### src/rtl/chan_pkg.sv
package chan_pkg;

  typedef enum logic [2:0] {
    ST_IDLE   = 3'd0,
    ST_COARSE = 3'd1,
    ST_BUCKET = 3'd2,
    ST_PULSE  = 3'd3,
    ST_DIRECT = 3'd4
  } chan_state_e;

  typedef struct packed {
    logic loadDelay;
    logic runCoarse;
    logic runBucket;
    logic loadWidth;
    logic widthSel;   // 1 selects the direct (fallback) width
    logic runWidth;
  } chan_strobe_t;

endpackage

### src/rtl/chan_datapath.sv
module chan_datapath
  import chan_pkg::*;
#(
  parameter int COARSE_W     = 24,
  parameter int HIGH_W       = 3,
  parameter int FINE_W       = 5,
  parameter int UNIT_BUCKETS = 7,
  parameter int PULSE_WIDTH  = 56,
  parameter int DIRECT_WIDTH = 5
) (
  input  logic                clk,
  input  logic                rstN,
  input  chan_strobe_t        strb,
  input  logic [COARSE_W-1:0] delayCoarse,
  input  logic [HIGH_W-1:0]   delayHigh,
  input  logic [FINE_W-1:0]   delayFine,
  output logic                coarseZero,
  output logic                coarseDone,
  output logic                bucketDone,
  output logic                widthDone,
  output logic [FINE_W-1:0]   fineTap
);

  localparam int SUB_W   = (UNIT_BUCKETS > 1) ? $clog2(UNIT_BUCKETS) : 1;
  localparam int MAX_WID = (PULSE_WIDTH > DIRECT_WIDTH) ? PULSE_WIDTH : DIRECT_WIDTH;
  localparam int WIDTH_W = (MAX_WID > 1) ? $clog2(MAX_WID) : 1;

  logic [COARSE_W-1:0] coarseCnt;
  logic [SUB_W-1:0]    subCnt;
  logic [HIGH_W-1:0]   bucketCnt;
  logic [WIDTH_W-1:0]  widthCnt;
  logic [FINE_W-1:0]   fineTapQ;

  assign coarseZero = (delayCoarse == '0);
  assign coarseDone = (subCnt == '0) && (coarseCnt == COARSE_W'(1));
  assign bucketDone = (bucketCnt == '0);
  assign widthDone  = (widthCnt == '0);
  assign fineTap    = fineTapQ;

  // Coarse stage: counts units of UNIT_BUCKETS through a sub-counter
  always_ff @(posedge clk or negedge rstN) begin
    if (!rstN) begin
      coarseCnt <= '0;
      subCnt    <= '0;
    end else if (strb.loadDelay) begin
      coarseCnt <= delayCoarse;
      subCnt    <= SUB_W'(UNIT_BUCKETS - 1);
    end else if (strb.runCoarse) begin
      if (subCnt == '0) begin
        subCnt    <= SUB_W'(UNIT_BUCKETS - 1);
        coarseCnt <= coarseCnt - COARSE_W'(1);
      end else begin
        subCnt <= subCnt - SUB_W'(1);
      end
    end
  end

  // Bucket stage and trim capture
  always_ff @(posedge clk or negedge rstN) begin
    if (!rstN) begin
      bucketCnt <= '0;
      fineTapQ  <= '0;
    end else if (strb.loadDelay) begin
      bucketCnt <= delayHigh;
      fineTapQ  <= delayFine;
    end else if (strb.runBucket) begin
      bucketCnt <= bucketCnt - HIGH_W'(1);
    end
  end

  // Output width counter
  always_ff @(posedge clk or negedge rstN) begin
    if (!rstN) begin
      widthCnt <= '0;
    end else if (strb.loadWidth) begin
      widthCnt <= strb.widthSel ? WIDTH_W'(DIRECT_WIDTH - 1) : WIDTH_W'(PULSE_WIDTH - 1);
    end else if (strb.runWidth) begin
      widthCnt <= widthCnt - WIDTH_W'(1);
    end
  end

  AST_COARSE_NO_UNDERFLOW: assert property (@(posedge clk) disable iff (!rstN)
    strb.runCoarse |-> coarseCnt != '0);
  AST_BUCKET_NO_UNDERFLOW: assert property (@(posedge clk) disable iff (!rstN)
    strb.runBucket |-> bucketCnt != '0);
  AST_WIDTH_NO_UNDERFLOW: assert property (@(posedge clk) disable iff (!rstN)
    strb.runWidth |-> widthCnt != '0);
  AST_TAP_HELD: assert property (@(posedge clk) disable iff (!rstN)
    !strb.loadDelay |=> $stable(fineTapQ));

endmodule

### src/rtl/chan_ctrl.sv
module chan_ctrl
  import chan_pkg::*;
(
  input  logic         clk,
  input  logic         rstN,
  input  logic         armPulse,
  input  logic         enableStrobe,
  input  logic         disableStrobe,
  input  logic         refEvent,
  input  logic         endCycleEvent,
  input  logic         fallbackEn,
  input  logic         inhibit,
  input  logic         coarseZero,
  input  logic         coarseDone,
  input  logic         bucketDone,
  input  logic         widthDone,
  output chan_strobe_t strb,
  output logic         timingActive,
  output logic         pulseActive,
  output logic         armed
);

  chan_state_e stateQ, stateD;
  logic armedQ, enabledQ, disarm, canFire;

  assign canFire      = armedQ && enabledQ;
  assign timingActive = (stateQ == ST_COARSE) || (stateQ == ST_BUCKET);
  assign pulseActive  = (stateQ == ST_PULSE) || (stateQ == ST_DIRECT);
  assign armed        = armedQ;

  always_comb begin
    stateD = stateQ;
    strb   = '0;
    disarm = 1'b0;
    if (inhibit) begin
      stateD = ST_IDLE;
    end else begin
      case (stateQ)
        ST_IDLE: begin
          if (refEvent && canFire) begin
            strb.loadDelay = 1'b1;
            stateD = coarseZero ? ST_BUCKET : ST_COARSE;
          end else if (fallbackEn && endCycleEvent && canFire) begin
            strb.loadWidth = 1'b1;
            strb.widthSel  = 1'b1;
            disarm = 1'b1;
            stateD = ST_DIRECT;
          end
        end
        ST_COARSE: begin
          if (disableStrobe) begin
            stateD = ST_IDLE;
          end else begin
            strb.runCoarse = 1'b1;
            if (coarseDone) stateD = ST_BUCKET;
          end
        end
        ST_BUCKET: begin
          if (disableStrobe) begin
            stateD = ST_IDLE;
          end else if (bucketDone) begin
            strb.loadWidth = 1'b1;
            disarm = 1'b1;
            stateD = ST_PULSE;
          end else begin
            strb.runBucket = 1'b1;
          end
        end
        ST_PULSE, ST_DIRECT: begin
          if (widthDone) stateD = ST_IDLE;
          else strb.runWidth = 1'b1;
        end
        default: stateD = ST_IDLE;
      endcase
    end
  end

  always_ff @(posedge clk or negedge rstN) begin
    if (!rstN) begin
      stateQ   <= ST_IDLE;
      armedQ   <= 1'b0;
      enabledQ <= 1'b0;
    end else begin
      stateQ <= stateD;
      if (disarm) armedQ <= 1'b0;
      else if (armPulse) armedQ <= 1'b1;
      if (disableStrobe) enabledQ <= 1'b0;
      else if (enableStrobe) enabledQ <= 1'b1;
    end
  end

  AST_START_GATED: assert property (@(posedge clk) disable iff (!rstN)
    $rose(timingActive) |-> $past(refEvent && armedQ && enabledQ));
  AST_DISARM_ON_PULSE: assert property (@(posedge clk) disable iff (!rstN)
    $rose(pulseActive) |-> !armedQ);
  AST_NO_OVERLAP: assert property (@(posedge clk) disable iff (!rstN)
    !(timingActive && pulseActive));
  AST_INHIBIT_STOPS: assert property (@(posedge clk) disable iff (!rstN)
    inhibit |=> !timingActive && !pulseActive);
  AST_DISABLE_ABORTS: assert property (@(posedge clk) disable iff (!rstN)
    (disableStrobe && timingActive && !inhibit) |=> stateQ == ST_IDLE);

endmodule

### src/rtl/timing_channel.sv
module timing_channel #(
  parameter int COARSE_W     = 24,
  parameter int HIGH_W       = 3,
  parameter int FINE_W       = 5,
  parameter int UNIT_BUCKETS = 7,
  parameter int PULSE_WIDTH  = 56,
  parameter int DIRECT_WIDTH = 5
) (
  input  logic                clk,
  input  logic                rstN,
  input  logic                armPulse,
  input  logic                enableStrobe,
  input  logic                disableStrobe,
  input  logic                refEvent,
  input  logic                endCycleEvent,
  input  logic                fallbackEn,
  input  logic                inhibit,
  input  logic [COARSE_W-1:0] delayCoarse,
  input  logic [HIGH_W-1:0]   delayHigh,
  input  logic [FINE_W-1:0]   delayFine,
  output logic                chanPulse,
  output logic [FINE_W-1:0]   fineTap,
  output logic                timingActive,
  output logic                armed
);

  chan_pkg::chan_strobe_t strb;
  logic coarseZero, coarseDone, bucketDone, widthDone, pulseActive;

  chan_ctrl u_ctrl (
    .clk(clk), .rstN(rstN), .armPulse(armPulse), .enableStrobe(enableStrobe),
    .disableStrobe(disableStrobe), .refEvent(refEvent), .endCycleEvent(endCycleEvent),
    .fallbackEn(fallbackEn), .inhibit(inhibit), .coarseZero(coarseZero),
    .coarseDone(coarseDone), .bucketDone(bucketDone), .widthDone(widthDone),
    .strb(strb), .timingActive(timingActive), .pulseActive(pulseActive), .armed(armed)
  );

  chan_datapath #(
    .COARSE_W(COARSE_W), .HIGH_W(HIGH_W), .FINE_W(FINE_W),
    .UNIT_BUCKETS(UNIT_BUCKETS), .PULSE_WIDTH(PULSE_WIDTH), .DIRECT_WIDTH(DIRECT_WIDTH)
  ) u_dp (
    .clk(clk), .rstN(rstN), .strb(strb), .delayCoarse(delayCoarse),
    .delayHigh(delayHigh), .delayFine(delayFine), .coarseZero(coarseZero),
    .coarseDone(coarseDone), .bucketDone(bucketDone), .widthDone(widthDone),
    .fineTap(fineTap)
  );

  assign chanPulse = pulseActive && !inhibit;

endmodule

### config.mk
export PLATFORM = sky130hd
export DESIGN_NAME = timing_channel
export DESIGN_NICKNAME = d
export VERILOG_FILES = /design/src/rtl/chan_pkg.sv /design/src/rtl/chan_datapath.sv /design/src/rtl/chan_ctrl.sv /design/src/rtl/timing_channel.sv
export SDC_FILE = /design/constraint.sdc
export NUM_CORES = 1
export LEC_CHECK = 0
export BUFFER_PORTS_ARGS = -buffer_cell sky130_fd_sc_hd__buf_4
export CAP_MARGIN = 20
export CORE_ASPECT_RATIO = 1.2
export CORE_MARGIN = 4
export CORE_UTILIZATION = 28
export CTS_CLUSTER_DIAMETER = 120
export DETAILED_ROUTE_END_ITERATION = 8
export HOLD_SLACK_MARGIN = 0.03
export PLACE_DENSITY_LB_ADDON = 0.2
export SLEW_MARGIN = 20
export SYNTH_ARGS = -nofsm -noshare
export SYNTH_HDL_FRONTEND = slang
export SYNTH_HIERARCHICAL = 1
export SYNTH_SLANG_ARGS = --single-unit
### constraint.sdc
create_clock -name clk -period 5.9 [get_ports clk]
set_input_delay 1.18 -clock clk [delete_from_list [all_inputs] [get_ports clk]]
set_output_delay 1.18 -clock clk [all_outputs]
set_load 0.02 [all_outputs]
# After elaboration in Yosys (flattened, before gate mapping)
# Index checks and enable logic that the tools add are counted.
# word_totals
ff_bits	46
inputBits	41
output_inout_bits	8
elab_cells	89
# op_classes
n_addsub	4
n_eq_ne	9
mux	45
n_reduce_logical	23
# op_table
cell	n
24-bit 2-to-1 mux	3
3-bit 2-to-1 mux	13
24-bit by 1-bit == test with 1-bit output, second input constant	1
24-bit zero test	1
6-bit 2-to-1 mux	4
24-bit by 1-bit subtractor with 24-bit output, second input constant	1
1-bit 2-to-1 mux	18
3-bit one-hot mux with 4 select lines	1
2-bit nonzero test	6
3-bit zero test	3
2-bit 2-to-1 mux	4
4-bit != test, second input constant	2
3-bit by 2-bit == test with 1-bit output, second input constant	2
1-bit logical AND	6
6-bit zero test	1
3-bit by 1-bit subtractor with 3-bit output, second input constant	2
6-bit by 1-bit subtractor with 6-bit output, second input constant	1
4-bit by 2-bit != test with 1-bit output, second input constant	1
1-bit one-hot mux with 2 select lines	2
4-bit AND reduction	1
3-bit by 1-bit == test with 1-bit output, second input constant	1
3-bit == test, second input constant	1
3-bit by 2-bit != test with 1-bit output, second input constant	1
1-bit logical OR	2
3 further kinds	3

# Logic depth before layout (Yosys ltp)
# Gate-level depths: netlist of run 1.
# logic_depth
ltp_word	8
ltp_mapped	10

# Cells and area by module
# The synthesis of run 1 kept the hierarchy.
# modules_own_cells
module	n_inst	cells_per_inst	area_per_inst_um2	seq_area_each_um2
chan_datapath	1	248	2318.5	1026.0
chan_ctrl	1	52	416.6	125.1
timing_channel	1	1	13.8	0.0

# Least setup slack after synthesis of run 1
# Ideal clock, no wire load.
# synth_timing
kind	input-to-reg
from	input inhibit
to	register u_dp.coarseCnt[15]
setup_ns	0.082
t_arrival_ns	3.132
required_ns	5.818
slack_ns	2.687
cell_stages	8
cell_sequence	clkbuf_1 -> or4_1 -> inv_1 -> buf_2 -> and4bb_1 -> nand4_1 -> or4b_1 -> a31oi_1
# synth_lines
item	line_no	source
start, declared	timing_channel.sv:17	input logic inhibit,
end signal, assigned	chan_datapath.sv:46	coarseCnt <= delayCoarse;
end signal, assigned	chan_datapath.sv:51	coarseCnt <= coarseCnt - COARSE_W'(1);
end, declared	chan_datapath.sv:28	logic [COARSE_W-1:0] coarseCnt;

==> results of run 1 <==
## power groups by stage
stage	Clock (W)	Combinational [W]	Sequential [W]
5_1_grt	0.000309	0.000373	0.000536
4_1_cts	0.000295	0.000330	0.000519
3_5_place_dp	0	0.000329	0.000523
3_3_place_gp	0	0.000321	0.000522
6_report	0.000287	0.000325	0.000519
2_1_floorplan	0	0.000225	0.000512
## metrics by stage
step,hold slack (ns),worst slack [ns]
global route,0.527,2.58
CTS,0.505,2.75
detailed placement,0.488,2.44
global placement,0.486,2.50
finish,0.503,2.75
floorplan,0.467,2.69
## cell usage in the layout, fill, tap and decap left out, types with 5 or more instances in the layout
| cell | synthesis | routed |
|---|---|---|
| xnor2_1 | 11 | 11 |
| buf_4 | 1 | 50 |
| nor3_1 | 10 | 10 |
| nor4_1 | 9 | 9 |
| nand2_1 | 26 | 26 |
| or4_1 | 9 | 9 |
| o21ai_1 | 6 | 6 |
| o21ai_0 | 18 | 18 |
| o31ai_1 | 7 | 7 |
| nand4_1 | 6 | 6 |
| mux2_2 | 6 | 6 |
| clkbuf_16 | 0 | 5 |
| ha_1 | 8 | 8 |
| a31oi_1 | 11 | 11 |
| xor2_1 | 7 | 7 |
| or3_1 | 6 | 6 |
| inv_1 | 19 | 19 |
| dfrtp_1 | 46 | 46 |
| nor2_1 | 31 | 31 |
| nand3_1 | 6 | 6 |
## metal layers
metal | vias to the layer above | wire length, um | part of all wire, % | GRT usage [%]
met5 | - | 0 | 0 | 0
met4 | 0 | 40 | 0.62 | 2.73
met3 | 2 | 209 | 3.3 | 2.21
met2 | 33 | 2970 | 46 | 18.3
met1 | 1050 | 3200 | 50 | 15.7
li1 | 1167 | - | - | -
## critical path, cell delays in order
cell      delay, ns
buf_4          0.13
or4_1          0.55
inv_1          0.24
and4bb_1       0.30
nand4_1        0.23
or4b_1         0.55
a31oi_1        0.17
## area by class of cell
type	count	share of cell area, %
inverter	19	2.12
sequential	46	34.2
clock inverter	2	0.371
timing repair buffer	50	11.1
clock buffer	6	4.12
tap	123	4.57
multi-input combinational	222	43.5
## registers in the layout (all words and copies together) (netlist names)
signal / flops
u_dp/coarseCnt: 24
u_dp/widthCnt: 6
u_dp/fineTap: 5
u_ctrl/stateQ: 3
u_dp/bucketCnt: 3
u_dp/subCnt: 3
u_ctrl/armed: 1
u_ctrl/enabledQ: 1
## worst min path at each step
stage	start	endpoint	slack (ns)
5_1_grt	u_ctrl/enabledQ$_DFFE_PN0P_	u_ctrl/enabledQ$_DFFE_PN0P_	0.53
3_3_place_gp	u_dp/subCnt[1]$_DFFE_PN0P_	u_dp/subCnt[1]$_DFFE_PN0P_	0.49
4_1_cts	u_dp/subCnt[1]$_DFFE_PN0P_	u_dp/subCnt[1]$_DFFE_PN0P_	0.51
3_5_place_dp	u_dp/subCnt[1]$_DFFE_PN0P_	u_dp/subCnt[1]$_DFFE_PN0P_	0.49
6_report	u_dp/subCnt[1]$_DFFE_PN0P_	u_dp/subCnt[1]$_DFFE_PN0P_	0.50
2_1_floorplan	u_dp/subCnt[1]$_DFFE_PN0P_	u_dp/subCnt[1]$_DFFE_PN0P_	0.47
## cells by family (layout without fill, tap and decap cells)
| logic type | Yosys count | count (layout) |
|---|---|---|
| compound gates | 52 | 52 |
| buf+inv | 33 | 77 |
| fa+ha+maj | 8 | 8 |
| simple gates | 133 | 133 |
| xor+xnor | 18 | 18 |
| mux | 11 | 11 |
| flops | 46 | 46 |
==> results.txt, run 1 <==
FF+latch area: 1150 um^2
Drt pass-1 iters: 4
Worst Tran Pin Value: 0.700 ns
Fmax: 318 MHz
Reg clk slew, reported paths: 0.06 ns
Mean post-synth cell area: 9.13 um^2
CTS root buf: clkbuf_16
Peak VDD IR: 0.123 mV
Adder-cell share of the synthesized area: 3.64%
Post-Synth Simple-Gate Area: 27.6%
Mux contribution to synthesized area: 4.32%
Fin crit share: 53.3%
Synthesized cell area: 2750 um^2
Pint: 0.000752 W
Post-CTS sizing: 0
Routability cong.: 0.750
Register bit total from synthesis: 46
CTS HTree Levels: 2
Critical Path AT: 3.35 ns
Worst r2r dst: u_dp/coarseCnt[15]$_DFFE_PN0P_
Clock network fraction of design power: 25.3%
XOR/XNOR Fraction of Synth Area: 5.74%
Max Cap Viol: 0
Gate Count Post-Synth: 301
Worst Path Required: 6.10 ns
FF-to-FF path depth: 7
Post-DRT Antenna Nets: 0
Die Ht: 117 um
Placed inst area: 3220 um^2
Vias per cell: 4.81
Setup violators final: 0
Fin cells: 468
Final-report hold violation count: 0
Row cnt: 39
Area delta synth->final: 22.5%
Worst r2r src: u_ctrl/stateQ[1]$_DFFE_PN0P_
Dpl cells: 460
Largest family of logic cells by synthesized area: simple AND/OR/NAND/NOR gates
Final min period: 3.15 ns
Layout cell share with drive strength beyond 1: 22.0%
WL per Instance: 13.7 um
Worst Skew: 0.00450 ns
EDFF count, synth: 0
Top cells by area, synth: dfrtp_1, nor2_1, ha_1
Final WL: 6.42 mm
TritonCTS clock tree: built
Port Buf Inserts: 48
Grt total ovfl: 0
Clk_lat worst skew: 0.28 ns
Hold_buf cts: 0
Post-Syn Nets: 350
Crit path launch type: input port
# diodes: 0
CP startpoint: disableStrobe
Pin count of the biggest net entering global routing: 47
Synth warnings: 6
Worst-case clock buffer depth: 2
Slew Limit Fails: 0
Crit path kind: in2reg
Sw Ratio: 33.5%
DRC violation count after routing: 0
First-pass GRT wire length: 10.8 mm
Status: finished, final reports clean
Initial antenna violation count: 0
Share of the synthesized area in the top cell type: 41.9%
Static Leakage: 1.37 nW
Seq/Total Area, Yosys: 41.9%
Register share of total power: 45.9%
Post-synthesis cell type count: 50
Gr usage total: 11.3%
Relative max-transition margin: 53.3%
RSZ-0062 raised after global routing: no
Nets: 393
Post-layout util: 35.2%
Top-count cell post-synth: dfrtp_1
DRT iter0 DRCs: 116
Main synth FF type: dfrtp_1
# IOs: 49
Vias: 2252
DP HPWL: 4.80 mm
Comb power frac: 28.8%
Initial Util: 28.7%
Inserted Clock Buffers: 5
Crit path capture type: flop
Area leader, netlist: dfrtp_1
Fillers: 1039
Hold path depth: 2
Crit Path Max Fanout: 10
Async SR Flop Fraction: 100%
Die area: 11500 um^2
Setup crit end: u_dp/coarseCnt[15]$_DFFE_PN0P_
CORE AREA: 9560 um^2
Vias in the first global route: 2227
Power per cell area: 336 nW/um^2
Min-delay worst type: reg2reg
Fin area: 3370 um^2
Top cells by count, synth: dfrtp_1, nor2_1, nand2_1
Die Wd: 98.5 um
Overall Power: 0.00113 W
Post-synthesis compound-gate area fraction: 11.8%
Clk sinks: 46
Setup TNS: 0 ns
Net switching power: 0.000379 W
Reg2Reg Setup Slack: 3.25 ns
# Post-CTS Setup Buffers: 0
Multi-input logic area: 1470 um^2
Note: power is estimated with default switching activity, not from simulation.
==> run 2: changes to the inputs <==
==> constraint.sdc (replaced) <==
create_clock -name clk -period 3.2 [get_ports clk]
set_input_delay 0.64 -clock clk [delete_from_list [all_inputs] [get_ports clk]]
set_output_delay 0.64 -clock clk [all_outputs]
set_load 0.02 [all_outputs]
==> run 2 against run 1 <==
Via count increased by 1.5%. Cell area increased by 0.11%. Power increased by 83%. Flip-flop and latch count unchanged. Sequential power increased by 85%. Register-to-register slack got worse by 2.6 ns. Core utilization about the same. Combinational power increased by 84%. Setup slack got worse by 2.1 ns.
==> results.txt, run 2 (same netlist as run 1, synthesis figures left out) <==
Crit path launch type: flop
Commonest non-fill, non-tap cell in the layout: buf_4
Most frequent cells in the layout: buf_4, dfrtp_1, nor2_1
Max Cap Viol: 0 (unchanged)
Grt total ovfl: 0 (unchanged)
Setup violators final: 0 (unchanged)
WL per Instance: 13.5 um (-1.6%)
Relative max-transition margin: 54.1% (+0.82 points)
Routability cong.: 0.768 (+2.5%)
Initial Util: 28.7% (unchanged)
Gr usage total: 11.4% (+0.099 points)
Die area: 11500 um^2 (unchanged)
Layout cell share with drive strength beyond 1: 22.0% (-0.064 points)
First-pass GRT wire length: 10.7 mm (-0.70%)
Reg clk slew, reported paths: 0.06 ns (about the same)
Biggest register: u_dp/coarseCnt
Worst r2r dst: u_dp/coarseCnt[15]$_DFFE_PN0P_
Slew Limit Fails: 0 (unchanged)
Fin crit share: 78.6%
Die Wd: 98.5 um (unchanged)
Inserted Clock Buffers: 5 (unchanged)
Crit path kind: reg2reg
DRC violation count after routing: 0 (unchanged)
FF-to-FF path depth: 7 (unchanged)
Clk_lat worst skew: 0.28 ns (about the same)
Worst Path Required: 3.41 ns (-2.69 ns)
Critical Path AT: 2.72 ns (-0.63 ns)
Min-delay worst type: in2async
Clk sinks: 46 (unchanged)
CORE AREA: 9560 um^2 (unchanged)
Worst-case clock buffer depth: 2 (unchanged)
Final-report hold violation count: 0 (unchanged)
Static Leakage: 1.38 nW (+0.47%)
Vias: 2286 (+1.5%)
Worst r2r src: u_ctrl/stateQ[1]$_DFFE_PN0P_
Final WL: 6.33 mm (-1.4%)
Worst Tran Pin Value: 0.688 ns (-0.0123 ns)
Fillers: 1062 (+2.2%)
Port Buf Inserts: 48 (unchanged)
Vias in the first global route: 2237 (+0.45%)
RSZ-0062 raised after global routing: no
Hold_buf cts: 0 (unchanged)
Multi-input logic area: 1470 um^2 (unchanged)
Post-CTS sizing: 0 (unchanged)
Nets: 394 (+0.25%)
Reg2Reg Setup Slack: 0.68 ns (-2.57 ns)
Vias per cell: 4.87 (+1.3%)
Power per cell area: 615 nW/um^2 (+83%)
Drt pass-1 iters: 4 (unchanged)
Area delta synth->final: 22.7%
Initial antenna violation count: 0 (unchanged)
Post-DRT Antenna Nets: 0 (unchanged)
CTS root buf: clkbuf_16
Crit Path Max Fanout: 9 (-1)
Pin count of the biggest net entering global routing: 47 (unchanged)
# IOs: 49 (unchanged)
FF+latch area: 1150 um^2 (unchanged)
Worst Skew: 0.00558 ns (+0.00108 ns)
Die Ht: 117 um (unchanged)
Hold slack: 0.357 ns (-0.147 ns)
Status: finished, final reports clean
DP HPWL: 4.78 mm (-0.40%)
Max reg flops: 24 (unchanged)
DRT iter0 DRCs: 114 (-1.7%)
Crit path capture type: flop
Row cnt: 39 (unchanged)
# diodes: 0 (unchanged)
TritonCTS clock tree: built
CTS HTree Levels: 2 (unchanged)
# Post-CTS Setup Buffers: 0 (unchanged)
Final min period: 2.52 ns
Setup TNS: 0 ns (unchanged)
Peak VDD IR: 0.296 mV (+140%)
Fmax: 398 MHz
==> run 2: cell types whose count changed in the layout (fill, tap and decap cells not counted), sizes merged <==
cell      change
clkinvlp      -1
buf           +1
clkbuf        +1
==> run 2: layout make-up <==
| cell class | instances | area share (%) |
|---|---|---|
| Multi-Input combinational cell | 222 | 43.5 |
| Sequential cell | 46 | 34.1 |
| Timing Repair Buffer | 51 | 11.4 |
| Tap cell | 123 | 4.56 |
| Clock buffer | 7 | 4.23 |
| Inverter | 19 | 2.12 |
| Clock inverter | 1 | 0.148 |
==> run 2: per-stage QoR <==
stage	power (W)	instances	area, um^2	worst slack (ns)	util [%]
finish	0.00207	469	3370	0.684	35.3
global route	0.00224	469	3370	0.543	35.3
CTS	0.00211	469	3370	0.684	35.3
detailed placement	0.00157	461	3220	0.407	33.7
global placement	0.00155	461	3220	0.456	33.7
floorplan	0.00136	301	2750	0.527	-
==> run 2: worst max-delay path, cell delays in order (launching register included) <==
cell	delay, ns
dfrtp_1	0.46
nand2b_1	0.17
or4_1	0.43
inv_1	0.16
and4bb_1	0.28
nand4_1	0.22
or4b_1	0.55
a31oi_1	0.16
==> run 2: how the worst max path moves through the flow <==
stage / from / depth (start not counted) / to / slack (ns)
2_1_floorplan: inhibit / 8 / u_dp/coarseCnt[15]$_DFFE_PN0P_ / 0.53
3_3_place_gp: disableStrobe / 7 / u_dp/coarseCnt[15]$_DFFE_PN0P_ / 0.46
3_5_place_dp: disableStrobe / 7 / u_dp/coarseCnt[15]$_DFFE_PN0P_ / 0.41
4_1_cts: u_ctrl/stateQ[1]$_DFFE_PN0P_ / 7 / u_dp/coarseCnt[15]$_DFFE_PN0P_ / 0.68
5_1_grt: u_ctrl/stateQ[1]$_DFFE_PN0P_ / 7 / u_dp/coarseCnt[15]$_DFFE_PN0P_ / 0.54
6_report: u_ctrl/stateQ[1]$_DFFE_PN0P_ / 7 / u_dp/coarseCnt[15]$_DFFE_PN0P_ / 0.68
==> run 2: power breakdown <==
| part | leakage (nW) | total [W] | internal, W | switching (W) |
|---|---|---|---|---|
| registers | 0.544 | 0.000958 | 0.000770 | 0.000188 |
| clock network | 0.0739 | 0.000519 | 0.000310 | 0.000210 |
| logic | 0.762 | 0.000597 | 0.000307 | 0.000290 |
==> run 2: routing by layer <==
layer	GRT usage [%]	share of wire, %
met2	18.4	48
met4	3.01	0.90
met1	15.3	47
met5	0	0
met3	3.11	3.9
==> run 3: changes to the inputs <==
==> constraint.sdc (replaced) <==
create_clock -name clk -period 2.05 [get_ports clk]
set_input_delay 0.41 -clock clk [delete_from_list [all_inputs] [get_ports clk]]
set_output_delay 0.41 -clock clk [all_outputs]
set_load 0.02 [all_outputs]
==> run 3 against run 2 <==
Flip-flop and latch count stayed put. Clock power increased by 110%. Core utilization is 4.8 points higher. Register-to-register slack got worse by 0.80 ns. Non-clock buffer count up 36. Via count grew 9.3%. Critical endpoint unchanged. The run now ends with setup timing left.
==> results.txt, run 3 (same netlist as run 1, synthesis figures left out) <==
Max Cap Viol: 0 (unchanged)
Drt pass-1 iters: 4 (unchanged)
Reg clk slew, reported paths: 0.07 ns (about the same)
GR Util met2: 22.1% (+3.7 points)
Fmax: 461 MHz (+16%)
GR peak layer: met2
Crit path capture type: flop
RSZ-0062 raised after global routing: yes
Dpl ws: -0.236 ns (-0.643 ns)
Pin count of the biggest net entering global routing: 47 (unchanged)
Peak VDD IR: 0.423 mV (+43%)
DRC violation count after routing: 0 (unchanged)
Crit path launch type: flop
CTS root buf: clkbuf_16
Post-layout util: 40.0% (+4.8 points)
CORE AREA: 9560 um^2 (unchanged)
Power per cell area: 958 nW/um^2 (+56%)
First-pass GRT wire length: 11.8 mm (+10%)
Status: complete, but fails checks
Vias in the first global route: 2446 (+9.3%)
Max reg flops: 24 (unchanged)
Overall Power: 0.00367 W (+77%)
Final-report hold violation count: 0 (unchanged)
Initial antenna violation count: 0 (unchanged)
DP HPWL: 5.37 mm (+12%)
Worst Setup Slack, final: -0.120 ns (-0.804 ns)
Post-DRT Antenna Nets: 0 (unchanged)
Crit path kind: reg2reg
Die Wd: 98.5 um (unchanged)
Nets: 430 (+9.1%)
Die area: 11500 um^2 (unchanged)
Most frequent cells in the layout: buf_4, dfrtp_1, nor2_1
Layout cell share with drive strength beyond 1: 34.3% (+12 points)
Grt total ovfl: 0 (unchanged)
# IOs: 49 (unchanged)
CTS HTree Levels: 2 (unchanged)
Gr usage total: 12.5% (+1.1 points)
Min-delay worst type: in2async
Die Ht: 117 um (unchanged)
Inserted Clock Buffers: 5 (unchanged)
Port Buf Inserts: 48 (unchanged)
Setup violators final: 10 (+10)
Routability cong.: 0.816 (+6.1%)
DRT iter0 DRCs: 92 (-19%)
Static Leakage: 1.62 nW (+17%)
Failing checks: setup timing
TritonCTS clock tree: built
Initial Util: 28.7% (unchanged)
Met1 GRT Util: 16.1% (+0.83 points)
Final WL: 7.22 mm (+14%)
Row cnt: 39 (unchanged)
Worst Tran Pin Value: 0.615 ns (-0.0728 ns)
Vias per cell: 4.95 (+1.5%)
Vias: 2499 (+9.3%)
Slew Limit Fails: 0 (unchanged)
Relative max-transition margin: 59.0% (+4.9 points)
Hold slack: 0.137 ns (-0.220 ns)
Critical Path AT: 2.37 ns (-0.35 ns)
Worst-case clock buffer depth: 2 (unchanged)
Worst Path Required: 2.25 ns (-1.16 ns)
Commonest non-fill, non-tap cell in the layout: buf_4
Biggest register: u_dp/coarseCnt
Clk_lat worst skew: 0.28 ns (about the same)
WL per Instance: 14.3 um (+5.9%)
GR Layer Usage met3: 2.45% (-0.66 points)
Clk sinks: 46 (unchanged)
Fin crit share: 106% (+27 points)
Final min period: 2.17 ns (-0.346 ns)
# diodes: 0 (unchanged)
Area delta synth->final: 39.3%
Worst Skew: 0.00452 ns (-0.00106 ns)
Crit Path Max Fanout: 4 (-5)
-- run 3: critical path, stage by stage, from the launching register on --
cell	delay [ns]
dfrtp_1	0.38
nand2b_4	0.14
or4_4	0.43
inv_2	0.09
and4bb_1	0.24
nand4_1	0.15
or4b_1	0.50
a31oi_1	0.15
-- run 3: area by class of cell --
type                            instances  area [um^2]
Timing Repair Buffer                   87          677
Sequential cell                        46         1150
Clock buffer                            6          139
Multi-Input combinational cell        222         1570
Inverter                               19         73.8
Clock inverter                          2         60.1
Fill cell                            1004         5740
Tap cell                              123          154
-- run 3: through the flow --
step / std cells / TNS, ns / area [um^2]
6_report: 505 / -0.379 / 3830
5_1_grt: 505 / -2.35 / 3830
4_1_cts: 501 / -0.466 / 3710
3_5_place_dp: 490 / -2.74 / 3460
3_3_place_gp: 490 / -2.43 / 3460
2_1_floorplan: 301 / -1.44 / 2770
-- run 3: per-layer routing --
layer | up-vias | wire length [um]
li1 | 1247 | -
met1 | 1209 | 3260
met2 | 38 | 3650
met3 | 5 | 261
met4 | 0 | 55
met5 | - | 0
-- run 3: repair_timing --
| action | 4_1_cts | 5_1_grt |
|---|---|---|
| hold buffers | 0 | 0 |
| gates resized for setup | 8 | 21 |
| endpoints found under the setup margin | 15 | 34 |
| pin swaps | 7 | 6 |
| buffers inserted | 3 | 4 |
-- run 3: final timing paths --
| path | start | slack (ns) | endpoint | depth (start not counted) |
|---|---|---|---|---|
| setup reg to reg | u_ctrl/stateQ[1]$_DFFE_PN0P_ | -0.12 | u_dp/coarseCnt[15]$_DFFE_PN0P_ | 7 |
| hold / removal | rstN | 0.14 | u_dp/coarseCnt[20]$_DFFE_PN0P_ | 1 |
| hold reg to reg | u_dp/subCnt[1]$_DFFE_PN0P_ | 0.50 | u_dp/subCnt[1]$_DFFE_PN0P_ | 2 |
| min in group clk | enableStrobe | 0.33 | u_ctrl/enabledQ$_DFFE_PN0P_ | 3 |
| setup / recovery | u_ctrl/stateQ[1]$_DFFE_PN0P_ | -0.12 | u_dp/coarseCnt[15]$_DFFE_PN0P_ | 7 |
| max in group asynchronous | rstN | 1.49 | u_dp/coarseCnt[21]$_DFFE_PN0P_ | 1 |
-- run 3: where the power goes --
group	switching [W]	internal (W)
Combinational	0.000530	0.000570
Sequential	0.000288	0.00120
Clock	0.000346	0.000732
